==> src/rtl/l0bp_pkg.sv <==
package l0bp_pkg;
  typedef enum logic [1:0] {
    ST_IDLE  = 2'd0,
    ST_PROBE = 2'd1,
    ST_REQ   = 2'd2,
    ST_WAIT  = 2'd3
  } l0bp_state_e;

  localparam int unsigned EV_L0_HIT     = 0;
  localparam int unsigned EV_L0_MISS    = 1;
  localparam int unsigned EV_BYPASS     = 2;
  localparam int unsigned EV_BYPASS_HIT = 3;
  localparam int unsigned EV_COUNT      = 4;
endpackage

==> src/rtl/l0bp_tag_store.sv <==
module l0bp_tag_store #(
  parameter int unsigned LINES = 16,
  parameter int unsigned TAG_W = 26,
  localparam int unsigned IDX_W = $clog2(LINES)
) (
  input  logic             clk,
  input  logic             rst_n,
  input  logic [IDX_W-1:0] idx,
  input  logic [TAG_W-1:0] tag,
  input  logic             wr_en,
  output logic             tag_hit
);
  logic [LINES-1:0] valid_q, valid_d;
  logic [TAG_W-1:0] tag_q [LINES];

  always_comb begin
    valid_d = valid_q;
    if (wr_en) valid_d[idx] = 1'b1;
  end

  always_ff @(posedge clk or negedge rst_n) begin
    if (!rst_n) valid_q <= '0;
    else        valid_q <= valid_d;
  end

  always_ff @(posedge clk) begin
    if (wr_en) tag_q[idx] <= tag;
  end

  assign tag_hit = valid_q[idx] && (tag_q[idx] == tag);
endmodule

==> src/rtl/l0bp_data_store.sv <==
module l0bp_data_store #(
  parameter int unsigned LINES  = 16,
  parameter int unsigned WORDS  = 4,
  parameter int unsigned DATA_W = 32,
  localparam int unsigned IDX_W  = $clog2(LINES),
  localparam int unsigned OFF_W  = $clog2(WORDS),
  localparam int unsigned LINE_W = WORDS * DATA_W
) (
  input  logic              clk,
  input  logic [IDX_W-1:0]  idx,
  input  logic [OFF_W-1:0]  off,
  input  logic              wr_en,
  input  logic [LINE_W-1:0] wr_line,
  output logic [DATA_W-1:0] rd_word
);
  logic [LINE_W-1:0] line_q [LINES];

  always_ff @(posedge clk) begin
    if (wr_en) line_q[idx] <= wr_line;
  end

  assign rd_word = line_q[idx][off*DATA_W +: DATA_W];
endmodule

==> src/rtl/l0bp_counters.sv <==
module l0bp_counters #(
  parameter int unsigned N     = 4,
  parameter int unsigned CNT_W = 16
) (
  input  logic             clk,
  input  logic             rst_n,
  input  logic [N-1:0]     inc,
  output logic [CNT_W-1:0] cnt [N]
);
  for (genvar i = 0; i < N; i++) begin : g_cnt
    logic [CNT_W-1:0] cnt_q, cnt_d;

    always_comb begin
      cnt_d = cnt_q;
      if (inc[i]) cnt_d = cnt_q + CNT_W'(1);
    end

    always_ff @(posedge clk or negedge rst_n) begin
      if (!rst_n) cnt_q <= '0;
      else        cnt_q <= cnt_d;
    end

    assign cnt[i] = cnt_q;
  end
endmodule

==> src/rtl/l0bp_fetch_ctrl.sv <==
module l0bp_fetch_ctrl
  import l0bp_pkg::*;
#(
  parameter int unsigned ADDR_W = 32
) (
  input  logic                clk,
  input  logic                rst_n,
  input  logic                fetch_valid,
  input  logic [ADDR_W-1:0]   fetch_addr,
  input  logic                tag_hit,
  input  logic                l1_rsp_valid,
  output logic                fetch_ready,
  output logic [ADDR_W-1:0]   cur_addr,
  output logic                cmp_en,
  output logic                probe_en,
  output logic                l1_req_valid,
  output logic                rsp_l0,
  output logic                rsp_l1,
  output logic                fill_en,
  output logic                pred_l0,
  output logic [EV_COUNT-1:0] ev
);
  l0bp_state_e       state_q, state_d;
  logic              pred_q, pred_d;
  logic              bypass_q, bypass_d;
  logic              miss_q, miss_d;
  logic              addr_en;
  logic [ADDR_W-1:0] addr_q;

  always_comb begin
    state_d      = state_q;
    pred_d       = pred_q;
    bypass_d     = bypass_q;
    miss_d       = miss_q;
    addr_en      = 1'b0;
    fetch_ready  = 1'b0;
    cmp_en       = 1'b0;
    probe_en     = 1'b0;
    l1_req_valid = 1'b0;
    rsp_l0       = 1'b0;
    rsp_l1       = 1'b0;
    fill_en      = 1'b0;
    ev           = '0;
    unique case (state_q)
      ST_IDLE: begin
        fetch_ready = 1'b1;
        if (fetch_valid) begin
          addr_en  = 1'b1;
          bypass_d = !pred_q;
          miss_d   = 1'b0;
          state_d  = pred_q ? ST_PROBE : ST_REQ;
        end
      end
      ST_PROBE: begin
        probe_en = 1'b1;
        cmp_en   = 1'b1;
        pred_d   = tag_hit;
        if (tag_hit) begin
          rsp_l0            = 1'b1;
          ev[EV_L0_HIT]     = 1'b1;
          state_d           = ST_IDLE;
        end else begin
          ev[EV_L0_MISS]    = 1'b1;
          miss_d            = 1'b1;
          state_d           = ST_REQ;
        end
      end
      ST_REQ: begin
        l1_req_valid = 1'b1;
        if (bypass_q) begin
          cmp_en             = 1'b1;
          pred_d             = tag_hit;
          miss_d             = !tag_hit;
          ev[EV_BYPASS]      = 1'b1;
          ev[EV_BYPASS_HIT]  = tag_hit;
        end
        state_d = ST_WAIT;
      end
      ST_WAIT: begin
        if (l1_rsp_valid) begin
          rsp_l1  = 1'b1;
          fill_en = miss_q;
          state_d = ST_IDLE;
        end
      end
      default: state_d = ST_IDLE;
    endcase
  end

  always_ff @(posedge clk or negedge rst_n) begin
    if (!rst_n) begin
      state_q  <= ST_IDLE;
      pred_q   <= 1'b0;
      bypass_q <= 1'b0;
      miss_q   <= 1'b0;
    end else begin
      state_q  <= state_d;
      pred_q   <= pred_d;
      bypass_q <= bypass_d;
      miss_q   <= miss_d;
    end
  end

  always_ff @(posedge clk) begin
    if (addr_en) addr_q <= fetch_addr;
  end

  assign cur_addr = addr_q;
  assign pred_l0  = pred_q;
endmodule

==> src/rtl/l0_bypass_icache.sv <==
module l0_bypass_icache
  import l0bp_pkg::*;
#(
  parameter int unsigned ADDR_W = 32,
  parameter int unsigned DATA_W = 32,
  parameter int unsigned LINES  = 16,
  parameter int unsigned WORDS  = 4,
  parameter int unsigned CNT_W  = 16,
  localparam int unsigned IDX_W  = $clog2(LINES),
  localparam int unsigned OFF_W  = $clog2(WORDS),
  localparam int unsigned TAG_W  = ADDR_W - IDX_W - OFF_W,
  localparam int unsigned LINE_W = WORDS * DATA_W
) (
  input  logic              clk,
  input  logic              rst_n,
  input  logic              fetch_valid,
  input  logic [ADDR_W-1:0] fetch_addr,
  output logic              fetch_ready,
  output logic              fetch_rsp_valid,
  output logic [DATA_W-1:0] fetch_rsp_data,
  output logic              l1_req_valid,
  output logic [ADDR_W-1:0] l1_req_addr,
  input  logic              l1_rsp_valid,
  input  logic [LINE_W-1:0] l1_rsp_line,
  output logic [CNT_W-1:0]  cnt_l0_hit,
  output logic [CNT_W-1:0]  cnt_l0_miss,
  output logic [CNT_W-1:0]  cnt_bypass,
  output logic [CNT_W-1:0]  cnt_bypass_tag_hit
);
  logic [ADDR_W-1:0]   cur_addr;
  logic [OFF_W-1:0]    cur_off;
  logic [IDX_W-1:0]    cur_idx;
  logic [TAG_W-1:0]    cur_tag;
  logic                tag_hit, cmp_en, probe_en, pred_l0;
  logic                rsp_l0, rsp_l1, fill_en;
  logic [EV_COUNT-1:0] ev;
  logic [DATA_W-1:0]   l0_word, l1_word;
  logic [CNT_W-1:0]    cnt [EV_COUNT];

  assign cur_off = cur_addr[OFF_W-1:0];
  assign cur_idx = cur_addr[OFF_W +: IDX_W];
  assign cur_tag = cur_addr[ADDR_W-1:OFF_W+IDX_W];

  l0bp_fetch_ctrl #(.ADDR_W(ADDR_W)) u_ctrl (
    .clk, .rst_n, .fetch_valid, .fetch_addr, .tag_hit, .l1_rsp_valid,
    .fetch_ready, .cur_addr, .cmp_en, .probe_en, .l1_req_valid,
    .rsp_l0, .rsp_l1, .fill_en, .pred_l0, .ev
  );

  l0bp_tag_store #(.LINES(LINES), .TAG_W(TAG_W)) u_tags (
    .clk, .rst_n, .idx(cur_idx), .tag(cur_tag), .wr_en(fill_en), .tag_hit
  );

  l0bp_data_store #(.LINES(LINES), .WORDS(WORDS), .DATA_W(DATA_W)) u_data (
    .clk, .idx(cur_idx), .off(cur_off), .wr_en(fill_en),
    .wr_line(l1_rsp_line), .rd_word(l0_word)
  );

  l0bp_counters #(.N(EV_COUNT), .CNT_W(CNT_W)) u_cnt (
    .clk, .rst_n, .inc(ev), .cnt
  );

  assign l1_word         = l1_rsp_line[cur_off*DATA_W +: DATA_W];
  assign fetch_rsp_valid = rsp_l0 | rsp_l1;
  assign fetch_rsp_data  = rsp_l0 ? l0_word : l1_word;
  assign l1_req_addr     = {cur_addr[ADDR_W-1:OFF_W], {OFF_W{1'b0}}};

  assign cnt_l0_hit         = cnt[EV_L0_HIT];
  assign cnt_l0_miss        = cnt[EV_L0_MISS];
  assign cnt_bypass         = cnt[EV_BYPASS];
  assign cnt_bypass_tag_hit = cnt[EV_BYPASS_HIT];
endmodule

==> config.mk <==
export PLATFORM = sky130hd
export DESIGN_NAME = l0_bypass_icache
export DESIGN_NICKNAME = d
export VERILOG_FILES = /design/src/rtl/l0bp_pkg.sv /design/src/rtl/l0bp_tag_store.sv /design/src/rtl/l0bp_data_store.sv /design/src/rtl/l0bp_counters.sv /design/src/rtl/l0bp_fetch_ctrl.sv /design/src/rtl/l0_bypass_icache.sv
export SDC_FILE = /design/constraint.sdc
export NUM_CORES = 2
export LEC_CHECK = 0
export BUFFER_PORTS_ARGS = -buffer_cell sky130_fd_sc_hd__buf_2
export CAP_MARGIN = 10
export CORE_ASPECT_RATIO = 0.7
export CORE_MARGIN = 2
export CORE_UTILIZATION = 55
export CTS_CLUSTER_SIZE = 25
export DETAILED_ROUTE_END_ITERATION = 8
export PLACE_DENSITY = 0.72
export SYNTH_ARGS = -nofsm -noshare
export SYNTH_HDL_FRONTEND = slang
export SYNTH_SLANG_ARGS = --single-unit
==> constraint.sdc <==
create_clock -name clk -period 31 [get_ports clk]
set_input_delay 6.2 -clock clk [delete_from_list [all_inputs] [get_ports clk]]
set_output_delay 6.2 -clock clk [all_outputs]
set_load 0.03 [all_outputs]
==> impl_results.md <==
* Num CTS Buffers at 236
* Synth Flop Type: edfxtp_1
* Critical Path Sink Type: output pin
* Slew headroom at between 20% and 30%
* Final nets at 4907
* Critical Path, Cell by Cell: buf_4 -> buf_4 -> buf_4 -> buf_4 -> buf_4 -> mux4_2 -> mux4_2 -> mux2i_1 -> mux4_2 -> inv_1 -> buf_2
* Worst Setup Path Type: register to output pin
* Syn-to-layout area delta at 11.6%
* Gr usage total at about a quarter
* Clk sinks at 2585
* Design Power at roughly 8.0 mW
* Worst EP arrival at ~8000 ps
* Synth cell count leaders: 2496 x edfxtp_1, 716 x mux4_2, 210 x mux2i_1, 96 x clkbuf_1, 85 x dfrtp_1
* Final Hold Vio Count at 0
* # Post-CTS Setup Buffers at 0
* Hold path depth at 1
* Clock Tree Buf Depth at 4
* Core Rows at 131
* First-pass GRT wire length at 337 mm
* Simple-gate share of the synthesized area at 1.44%
* Via/cell ratio at between 6 and 7
* Drt wl/cell at 31.8 microns
* WP data required at 24800 ps
* Root buf cell: clkbuf_16
* Antenna violations before repair at between 50 and 60
* Die width at 515 microns
* Yosys warns at 0
* Clock-pin slew on the worst setup and hold paths at roughly 60 ps
* Final Setup Violations at 0
* Yosys top cell by area: edfxtp_1
* Vias in the first global route at 47200
* Starting density of the core at about 55%
* Worst Reg-to-Reg Cells at 13
* Fmax at 71.2 MHz
* Flop-to-flop setup slack at 24490 ps
* Tmin final at 14040 ps
* Synth Area in Compound Gates at 1.16%
* Die Span Y at 362 microns
* Final WS setup at between 15000 and 20000 ps
* FFs w/ async S/R, synth at under 10%
* Final Max Slew Viols at 0
* Maximum vdd drop at 49.1 uV
* MaxCap Viol Count at 0
* CTS tree: yes
* DRT Pass-1 Iters at 6
* Max Fanout on Critical Path at 51
* Worst slew pin tran at 1160 ps
* Pleak at 36.5 nW
* Xor/xnor share of the synthesized area at less than 1%
* Period Utilization, post-route at 45.3%
* Most frequent cell after synthesis: edfxtp_1
* Vias at 47200
* Crit path largest cell delay at 930 ps
* Power per cell area at about 71 nW/um^2
* Worst-skew pair later-pin latency at 890 ps
* Outcome: complete, no violations
* DRC at 0
* Core region area at 182000 sq um
* Top cells by area, synth: edfxtp_1 74%, mux4_2 16%, dfrtp_1 2.1%, mux2i_1 2.1%, xnor2_1 0.44%
* Mean Syn Cell Area at 23.1 sq um
* RR Endpoint: u_cnt.g_cnt[3].cnt_q[15]$_DFFE_PN0P_
* Yosys cell types at 70
* Htree depth at 4
* Die ar. at 187000 sq um
* Worst Skew at 83.6 ps
* Gpl congestion at 0.742
* # IOs at 295
* Setup_tns at 0 ps
* Starting DRT DRC Count at 5564
* Hold wc startpoint: u_cnt.g_cnt[0].cnt_q[15]$_DFFE_PN0N_
* Worst hold path endpoint: u_cnt.g_cnt[0].cnt_q[15]$_DFFE_PN0N_
* Crit path max-delay cell type: buf_4
* CP dominant cell by count: buf_4
* # hold bufs at CTS at 0
* Post-place setup slack at 17070 ps
* Largest family of logic cells by synthesized area: multiplexers
* RSZ-0062 raised after global routing: false
* IO buf count at 292
* Mux share of post-synthesis cell area at between 10% and 20%
* Share of cells above drive strength 1 at 30.6%
* Worst path top cell family by delay: buffers and inverters
* Final Util at approximately 60%
* Largest net degree at the start of global routing at 142
* WP buf/inv at 7
* Post-synth EDFFs at 2496
* Final ANT Viol Nets at 0
* Worst Setup Start Kind: register
* Gate Count Post-Synth at 4366
* Grt total ovfl at 0
* # resized after CTS at 0
* Flops & latches, synth at 2585
* Final WL at 235 mm
* Mapped cell area at 101000 sq um
* Top-area cell type share of the netlist area at 74.4%
* Hold/Removal Path Class: register to register
* Synth Area in Adders at 0.112%
* Final HPWL DP at 120 mm
* Sequential area share after synthesis at 76.6%
placed cells by master (no fill, tap or decap), types with 19 or more instances in the layout:
| cell | synthesis | layout |
|---|---|---|
| nor2_1 | 44 | 32 |
| buf_4 | 40 | 78 |
| nor2b_1 | 30 | 30 |
| inv_1 | 43 | 42 |
| clkinv_1 | 0 | 51 |
| mux4_2 | 716 | 716 |
| clkbuf_1 | 96 | 49 |
| edfxtp_1 | 2496 | 2496 |
| nand2_1 | 67 | 67 |
| mux2_2 | 32 | 32 |
| clkbuf_16 | 0 | 239 |
| xor2_1 | 33 | 33 |
| a211oi_1 | 35 | 35 |
| xnor2_1 | 51 | 51 |
| nand4_1 | 21 | 21 |
| bufinv_16 | 0 | 19 |
| mux2i_1 | 210 | 210 |
| a21oi_1 | 25 | 25 |
| clkinv_2 | 0 | 52 |
| dfrtp_1 | 85 | 85 |
| buf_2 | 79 | 291 |
sequential cells by signal (all words and copies together) (netlist names), named ones only:
name / count
u_ctrl.bypass_q: 1
u_tags.valid_q: 16
u_cnt.g_cnt.cnt_q: 64
u_ctrl.state_q: 2
u_tags.tag_q: 416
u_data.line_q: 2048
u_ctrl.pred_l0: 1
u_ctrl.miss_q: 1
u_ctrl.cur_addr: 32
worst max path at each step:
| stage | to | depth (start not counted) | slack [ps] |
|---|---|---|---|
| floorplan | u_tags.valid_q[0]$_DFFE_PN0P_ | 4 | 12830 |
| global placement | fetch_rsp_data[18] | 5 | 17070 |
| detailed placement | fetch_rsp_data[18] | 5 | 17070 |
| CTS | fetch_rsp_data[13] | 11 | 16580 |
| global route | fetch_rsp_data[13] | 11 | 16200 |
| finish | fetch_rsp_data[13] | 11 | 16960 |
layer usage:
| metal | part of all wire, % | track usage (%) | vias up |
|---|---|---|---|
| met3 | 8.4 | 5.19 | 385 |
| met5 | 0.067 | 0 | - |
| met1 | 41 | 36.5 | 25400 |
| li1 | - | - | 19200 |
| met4 | 2.7 | 6.65 | 26 |
| met2 | 48 | 39.9 | 2140 |
metrics by stage:
step / std cells / cell area, sq um / hold WS [ps]
3_3_place_gp: 6956 / 105000 / 445
6_report: 7395 / 112000 / 462
3_5_place_dp: 6956 / 105000 / 453
2_1_floorplan: 4367 / 101000 / 434
5_1_grt: 7387 / 112000 / 475
4_1_cts: 7380 / 112000 / 465
cell families after synthesis:
kind of cell | count (synthesis)
flops | 2585
mux | 960
buf+inv | 298
simple gates | 266
compound gates | 162
xor+xnor | 85
fa+ha+maj | 9
other cells | 1
area by class of cell:
cell class	instances	area (sq um)
diodes	15	37.5
repair buffers	383	2320
multi-input cells	1484	22200
clock inverters	134	1150
flip-flops and latches	2585	77200
inverters	44	173
well taps	2460	3080
clock buffers	290	6190
fillers	12300	69800
report_power, final:
| part | switching [mW] | total, mW | internal (mW) |
|---|---|---|---|
| clock | 1.23 | 2.80 | 1.57 |
| sequential | 0.0619 | 3.95 | 3.89 |
| combinational | 0.674 | 1.27 | 0.595 |
| total | 1.97 | 8.02 | 6.05 |
No activity file was read; power rests on OpenSTA's default activity.
